===== src/rtl/idiv_pkg.sv =====
package idiv_pkg;

  typedef enum logic [1:0] {
    ST_IDLE,
    ST_RUN,
    ST_FIX,
    ST_WB
  } idiv_state_e;

  // per-operation flags captured when start is accepted
  typedef struct packed {
    logic wide;
    logic want_rem;
    logic neg_q;
    logic neg_r;
    logic div_zero;
  } idiv_ctl_t;

endpackage


===== src/rtl/idiv_prep.sv =====
module idiv_prep #(
  parameter int XLEN = 64
) (
  input  logic              wide,
  input  logic              is_signed,
  input  logic              use_imm,
  input  logic [XLEN-1:0]   dst,
  input  logic [XLEN-1:0]   src,
  input  logic [XLEN/2-1:0] imm,
  output logic [XLEN-1:0]   mag_a,
  output logic [XLEN-1:0]   mag_b,
  output logic              neg_q,
  output logic              neg_r,
  output logic              div_zero
);
  localparam int HLEN = XLEN / 2;

  logic [XLEN-1:0] dvs_full;
  logic [XLEN-1:0] a_w, b_w, a_inv, b_inv;
  logic            sa, sb;

  always_comb begin
    if (use_imm)
      dvs_full = wide ? {{HLEN{imm[HLEN-1]}}, imm} : {{HLEN{1'b0}}, imm};
    else
      dvs_full = src;

    a_w = wide ? dst      : {{HLEN{1'b0}}, dst[HLEN-1:0]};
    b_w = wide ? dvs_full : {{HLEN{1'b0}}, dvs_full[HLEN-1:0]};

    sa = is_signed & (wide ? dst[XLEN-1]      : dst[HLEN-1]);
    sb = is_signed & (wide ? dvs_full[XLEN-1] : dvs_full[HLEN-1]);

    a_inv = ~a_w + 1'b1;
    b_inv = ~b_w + 1'b1;

    if (sa) mag_a = wide ? a_inv : {{HLEN{1'b0}}, a_inv[HLEN-1:0]};
    else    mag_a = a_w;
    if (sb) mag_b = wide ? b_inv : {{HLEN{1'b0}}, b_inv[HLEN-1:0]};
    else    mag_b = b_w;

    neg_q    = sa ^ sb;
    neg_r    = sa;
    div_zero = (b_w == '0);
  end

endmodule


===== src/rtl/idiv_core.sv =====
module idiv_core #(
  parameter int XLEN = 64
) (
  input  logic            clk,
  input  logic            rst,
  input  logic            load,
  input  logic            wide,
  input  logic [XLEN-1:0] mag_a,
  input  logic [XLEN-1:0] mag_b,
  output logic [XLEN-1:0] quo,
  output logic [XLEN-1:0] rem,
  output logic            last
);
  localparam int HLEN = XLEN / 2;
  localparam int CW   = $clog2(XLEN + 1);
  localparam logic [CW-1:0] FULL_CNT = CW'(XLEN);
  localparam logic [CW-1:0] HALF_CNT = CW'(HLEN);

  logic [XLEN-1:0] quo_q, rem_q, dvs_q;
  logic [CW-1:0]   cnt_q;
  logic [XLEN:0]   trial;
  logic [XLEN+1:0] diff;
  logic            borrow;

  always_comb begin
    trial  = {rem_q, quo_q[XLEN-1]};
    diff   = {1'b0, trial} - {2'b00, dvs_q};
    borrow = diff[XLEN+1];
  end

  always_ff @(posedge clk) begin
    if (rst) begin
      quo_q <= '0;
      rem_q <= '0;
      dvs_q <= '0;
      cnt_q <= '0;
    end else if (load) begin
      quo_q <= wide ? mag_a : {mag_a[HLEN-1:0], {HLEN{1'b0}}};
      rem_q <= '0;
      dvs_q <= mag_b;
      cnt_q <= wide ? FULL_CNT : HALF_CNT;
    end else if (cnt_q != '0) begin
      quo_q <= {quo_q[XLEN-2:0], ~borrow};
      rem_q <= borrow ? trial[XLEN-1:0] : diff[XLEN-1:0];
      cnt_q <= cnt_q - 1'b1;
    end
  end

  assign quo  = quo_q;
  assign rem  = rem_q;
  assign last = (cnt_q == CW'(1));


  rem_bound_chk: assert property (@(posedge clk) disable iff (rst)
    (dvs_q != '0) |-> (rem_q < dvs_q));


  load_idle_chk: assert property (@(posedge clk) disable iff (rst)
    load |-> (cnt_q == '0));

endmodule


===== src/rtl/idiv_unit.sv =====
module idiv_unit
  import idiv_pkg::*;
#(
  parameter int XLEN = 64
) (
  input  logic              clk,
  input  logic              rst,
  input  logic              start,
  input  logic              wide,
  input  logic              is_signed,
  input  logic              want_rem,
  input  logic              use_imm,
  input  logic [XLEN-1:0]   dst_val,
  input  logic [XLEN-1:0]   src_val,
  input  logic [XLEN/2-1:0] imm_val,
  output logic              busy,
  output logic              done,
  output logic [XLEN-1:0]   result
);
  localparam int HLEN = XLEN / 2;

  idiv_state_e     state;
  idiv_ctl_t       ctl_q;
  logic [XLEN-1:0] dst_q, fix_q, fix_val;
  logic [XLEN-1:0] mag_a, mag_b, quo, rem;
  logic            p_neg_q, p_neg_r, p_dz, load, last;
  logic [XLEN-1:0] q_signed, r_signed, pick;

  assign load = start && (state == ST_IDLE);

  idiv_prep #(.XLEN(XLEN)) u_prep (
    .wide(wide), .is_signed(is_signed), .use_imm(use_imm),
    .dst(dst_val), .src(src_val), .imm(imm_val),
    .mag_a(mag_a), .mag_b(mag_b),
    .neg_q(p_neg_q), .neg_r(p_neg_r), .div_zero(p_dz)
  );

  idiv_core #(.XLEN(XLEN)) u_core (
    .clk(clk), .rst(rst), .load(load), .wide(wide),
    .mag_a(mag_a), .mag_b(mag_b),
    .quo(quo), .rem(rem), .last(last)
  );

  always_comb begin
    q_signed = ctl_q.neg_q ? (~quo + 1'b1) : quo;
    r_signed = ctl_q.neg_r ? (~rem + 1'b1) : rem;
    if (ctl_q.div_zero)
      pick = ctl_q.want_rem ? dst_q : '0;
    else
      pick = ctl_q.want_rem ? r_signed : q_signed;
    fix_val = ctl_q.wide ? pick : {{HLEN{1'b0}}, pick[HLEN-1:0]};
  end

  always_ff @(posedge clk) begin
    if (rst) begin
      state  <= ST_IDLE;
      ctl_q  <= '0;
      dst_q  <= '0;
      fix_q  <= '0;
      done   <= 1'b0;
      result <= '0;
    end else begin
      done <= 1'b0;
      case (state)
        ST_IDLE: if (start) begin
          ctl_q.wide     <= wide;
          ctl_q.want_rem <= want_rem;
          ctl_q.neg_q    <= p_neg_q;
          ctl_q.neg_r    <= p_neg_r;
          ctl_q.div_zero <= p_dz;
          dst_q          <= dst_val;
          state          <= ST_RUN;
        end
        ST_RUN: if (last) state <= ST_FIX;
        ST_FIX: begin
          fix_q <= fix_val;
          state <= ST_WB;
        end
        ST_WB: begin
          result <= fix_q;
          done   <= 1'b1;
          state  <= ST_IDLE;
        end
        default: state <= ST_IDLE;
      endcase
    end
  end

  assign busy = (state != ST_IDLE);


  done_pulse_chk: assert property (@(posedge clk) disable iff (rst)
    done |=> !done);


  busy_start_chk: assert property (@(posedge clk) disable iff (rst)
    (state == ST_RUN && start) |=> (state != ST_IDLE));


  narrow_zext_chk: assert property (@(posedge clk) disable iff (rst)
    (done && !ctl_q.wide) |-> (result[XLEN-1:HLEN] == '0));


  dz_quot_chk: assert property (@(posedge clk) disable iff (rst)
    (done && ctl_q.div_zero && !ctl_q.want_rem) |-> (result == '0));

endmodule


===== config.mk =====
export PLATFORM = sky130hd
export DESIGN_NAME = idiv_unit
export DESIGN_NICKNAME = d
export VERILOG_FILES = /design/src/rtl/idiv_pkg.sv /design/src/rtl/idiv_prep.sv /design/src/rtl/idiv_core.sv /design/src/rtl/idiv_unit.sv
export SDC_FILE = /design/constraint.sdc
export NUM_CORES = 1
export LEC_CHECK = 0
export CORE_ASPECT_RATIO = 1.1
export CORE_MARGIN = 8
export CORE_UTILIZATION = 54
export DETAILED_ROUTE_END_ITERATION = 10
export PLACE_DENSITY = 0.89
export SLEW_MARGIN = 20
export SYNTH_ARGS = -nofsm -noshare
export SYNTH_HDL_FRONTEND = slang
export SYNTH_SLANG_ARGS = --single-unit

===== constraint.sdc =====
create_clock -name clk -period 6.3 [get_ports clk]
set_input_delay 1.89 -clock clk [delete_from_list [all_inputs] [get_ports clk]]
set_output_delay 1.89 -clock clk [all_outputs]
set_load 0.02 [all_outputs]

==> key figures <==
Clock tree
  – CTS Buffer Depth: 3
  – Hold Buf Count CTS: 0
  – Root buf cell: clkbuf_16
  – Setup Buffers After CTS: 0
  – TritonCTS Buffers: 42
  – Total clock sinks: around 400
  – CTS tree: built
  – Depth of the CTS H-tree: 2
  – Worst-skew pair later-pin latency: approximately 0.60 ns
  – Cts repair resizes: 0
  – Clk pin slew, worst setup/hold paths: approximately 0.06 ns

Synthesis
  – Yosys cell types: just under 90
  – Leading area contributor after synthesis: dfxtp_1
  – Post-synth top cells: nand2_1, nor2_1, a21oi_1
  – Count leader, synth: nand2_1
  – Synth Net Count: about 3,900
  – Yosys warns: 0
  – Ys flop type: dfxtp_1
  – Syn_area_per_cell: 7.32 sq um
  – Number of synthesized flops with an enable pin: 0
  – Seq/Total Area, Yosys: 0.299
  – Synth async-reset ratio: 0
  – Cells after synthesis: around 3,600
  – Post-synth top area share: 0.299
  – #FFs+latches synth: 399
  – Syn Std Cell Area: between 0.02 and 0.03 sq mm
  – Top post-synthesis cells by area: dfxtp_1, a21oi_1, nand2_1

Pwr
  – Peak supply drop: ~480 uV
  – Pleak: between 0.01 and 0.015 uW
  – Pwr dens: 461 mW/mm^2

Route
  – ANT nets after route: 0
  – DR WL met3: around 8500 um
  – Vias/cell: 6.23
  – M1 wire length: around 37,000 um
  – Drt initial violations: between 3,000 and 4,000
  – Met2 Wirelength: approximately 37,000 um
  – Highest metal used: met5
  – DRC: 0
  – Vias: 27,300
  – Post-DR wirelength/cell: ~20 um
  – Total wire length: 86,800 um
  – First-pass iteration count of the detailed router: 5

Outcome
  – Status: finished, final reports clean

Place
  – Port Buffers: about 230
  – Detail Placement HPWL: 63,200 um
  – Routability cong.: approximately 1.1

GRT
  – All-Layer GR Usage: 0.289
  – Vias in the first global route: 25,100
  – Overflow left after global routing: 0
  – Initial antenna violation count: 4
  – Pin count of the biggest net entering global routing: 100
  – First-pass GRT wire length: between 100,000 and 150,000 um

Floorplanning
  – Die ar.: between 0.05 and 0.06 sq mm
  – Initial Utilization: 0.545
  – FP Rows: 85
  – Placeable Area: between 0.04 and 0.05 sq mm
  – Die W: approximately 230 um
  – Die height: between 200 and 250 um
  – IO Pins: 233

Timing
  – Shortest period the worst path allows: a little over 5 ns
  – Worst-Margin Slew: 1.09 ns
  – Fmax: between 150 and 200 MHz
  – Slew headroom: 0.273
  – Fin Setup TNS: 0 ns
  – Final setup viols: 0
  – Max Slew Vio Count: 0
  – Final hold viol count: 0
  – Clock skew: 0.0287 ns
  – RSZ-0062 raised after global routing: false
  – Hold slack final: ~0.45 ns
  – Final worst-path cycle share: 0.809

Critical path
  – Crit path DAT: about 5.6 ns
  – CP max FO: 7
  – Critical path endpoint category: flop
  – Crit-path slowest cell: or4_4
  – Data required, critical path: 6.80 ns
  – Worst path cell trace: clkdlybuf4s50_1 -> or4_4 -> nor4_2 -> nand3b_1 -> or3_4 -> nor4b_4 -> nand4_2 -> and2_2 -> xor2_1 -> nand2_1 -> a221oi_1
  – Crit start category: primary input
  – Critical Path Max Stage Delay: about 0.61 ns
  – Setup CP Type: primary input to flop

Run
  – Max-cap viol count: 0

Layout
  – P&R area growth vs syn: 15.0%
  – Diodes inserted: 0
  – Layout cells sized above 1: 0.0477
  – Final #Nets: between 3,000 and 4,000

Hold path
  – Hold WC Path Type: flop to flop
-- where the power goes --
group / leakage, uW / switching [uW] / total, uW / internal [uW]
Sequential: 0.00326 / 631 / 3670 / 3040
Clock: 0.000723 / 1100 / 2650 / 1550
Combinational: 0.00737 / 4930 / 7820 / 2890
Total: 0.0114 / 6660 / 14100 / 7480
-- layer usage --
layer / GRT usage / up-vias
met5: 0 / -
met4: 0.138 / 6
li1: - / 13000
met3: 0.0519 / 225
met1: 0.396 / 12700
met2: 0.433 / 1416
-- critical path, delay by kind of cell --
kind            cells  cell delay, ns
simple gates        8            2.79
buf+inv             1            0.53
compound gates      1            0.24
xor+xnor            1            0.14
-- layout by cell type (no fill, tap or decap), types with 27 or more instances in the layout --
cell type / count
nand2_1: 484
a21oi_1: 416
nor2_1: 413
dfxtp_1: 395
o21ai_0: 277
clkdlybuf4s50_1: 229
xnor2_1: 153
mux2i_1: 135
xor2_1: 130
inv_1: 106
nor3_1: 97
a211oi_1: 79
ha_1: 73
o31ai_1: 51
or3_1: 49
nand3_1: 45
clkbuf_16: 43
buf_4: 38
o211ai_1: 32
nand4_1: 30
a21o_1: 30
o41ai_1: 29
a31oi_1: 27
-- registers in the layout (all words and copies together) (netlist names) --
register / count
ctl_q: 5
u_core.dvs_q: 64
u_core.quo: 64
dst_q: 64
state: 2
u_core.cnt_q: 7
u_core.rem: 64
fix_q: 64
done: 1
result: 64
-- cells by family (layout without fill, tap and decap cells) --
kind of cell             count (synthesis)  in the layout  synth area share
adder cells (fa/ha/maj)                 76             76            0.0359
AO/OA/AOI/OAI                         1100           1100             0.250
flip-flops                             399            399             0.299
AND/OR/NAND/NOR                       1283           1283             0.217
XOR/XNOR                               283            283            0.0929
multiplexers                           142            142            0.0536
buffers and inverters                  361            451            0.0516
-- worst paths after layout --
check	start	endpoint	slack (ns)	cells after the start
worst min register to register	u_core.dvs_q[22]	u_core.dvs_q[22]	0.45	2
worst max register to register	u_core.rem[17]	u_core.quo[0]	1.47	13
worst min-delay path	u_core.dvs_q[22]	u_core.dvs_q[22]	0.45	2
worst max-delay path	dst_val[2]	u_core.quo[52]	1.20	11
-- layout make-up --
class                      instances  area [sq um]
clock buffer                      55          1190
tap                              652           816
clock inverter                    20           278
inverter                         106           398
sequential                       399          8000
fill                            4173         18200
multi-input combinational       2884         17400
timing repair buffer             270          2620
-- metrics by stage --
stage / instance area, sq um / instances / power (uW) / utilization / setup WS, ns
floorplan: 26700 / 3644 / 9330 / - / 0.00952
global placement: 29200 / 4310 / 11100 / 0.596 / 0.765
detailed placement: 29200 / 4310 / 11300 / 0.596 / 0.708
CTS: 30600 / 4385 / 13900 / 0.626 / 1.30
global route: 30700 / 4386 / 15100 / 0.627 / 1.03
finish: 30700 / 4386 / 14100 / 0.627 / 1.20
Power figures use the tool's default switching activity.
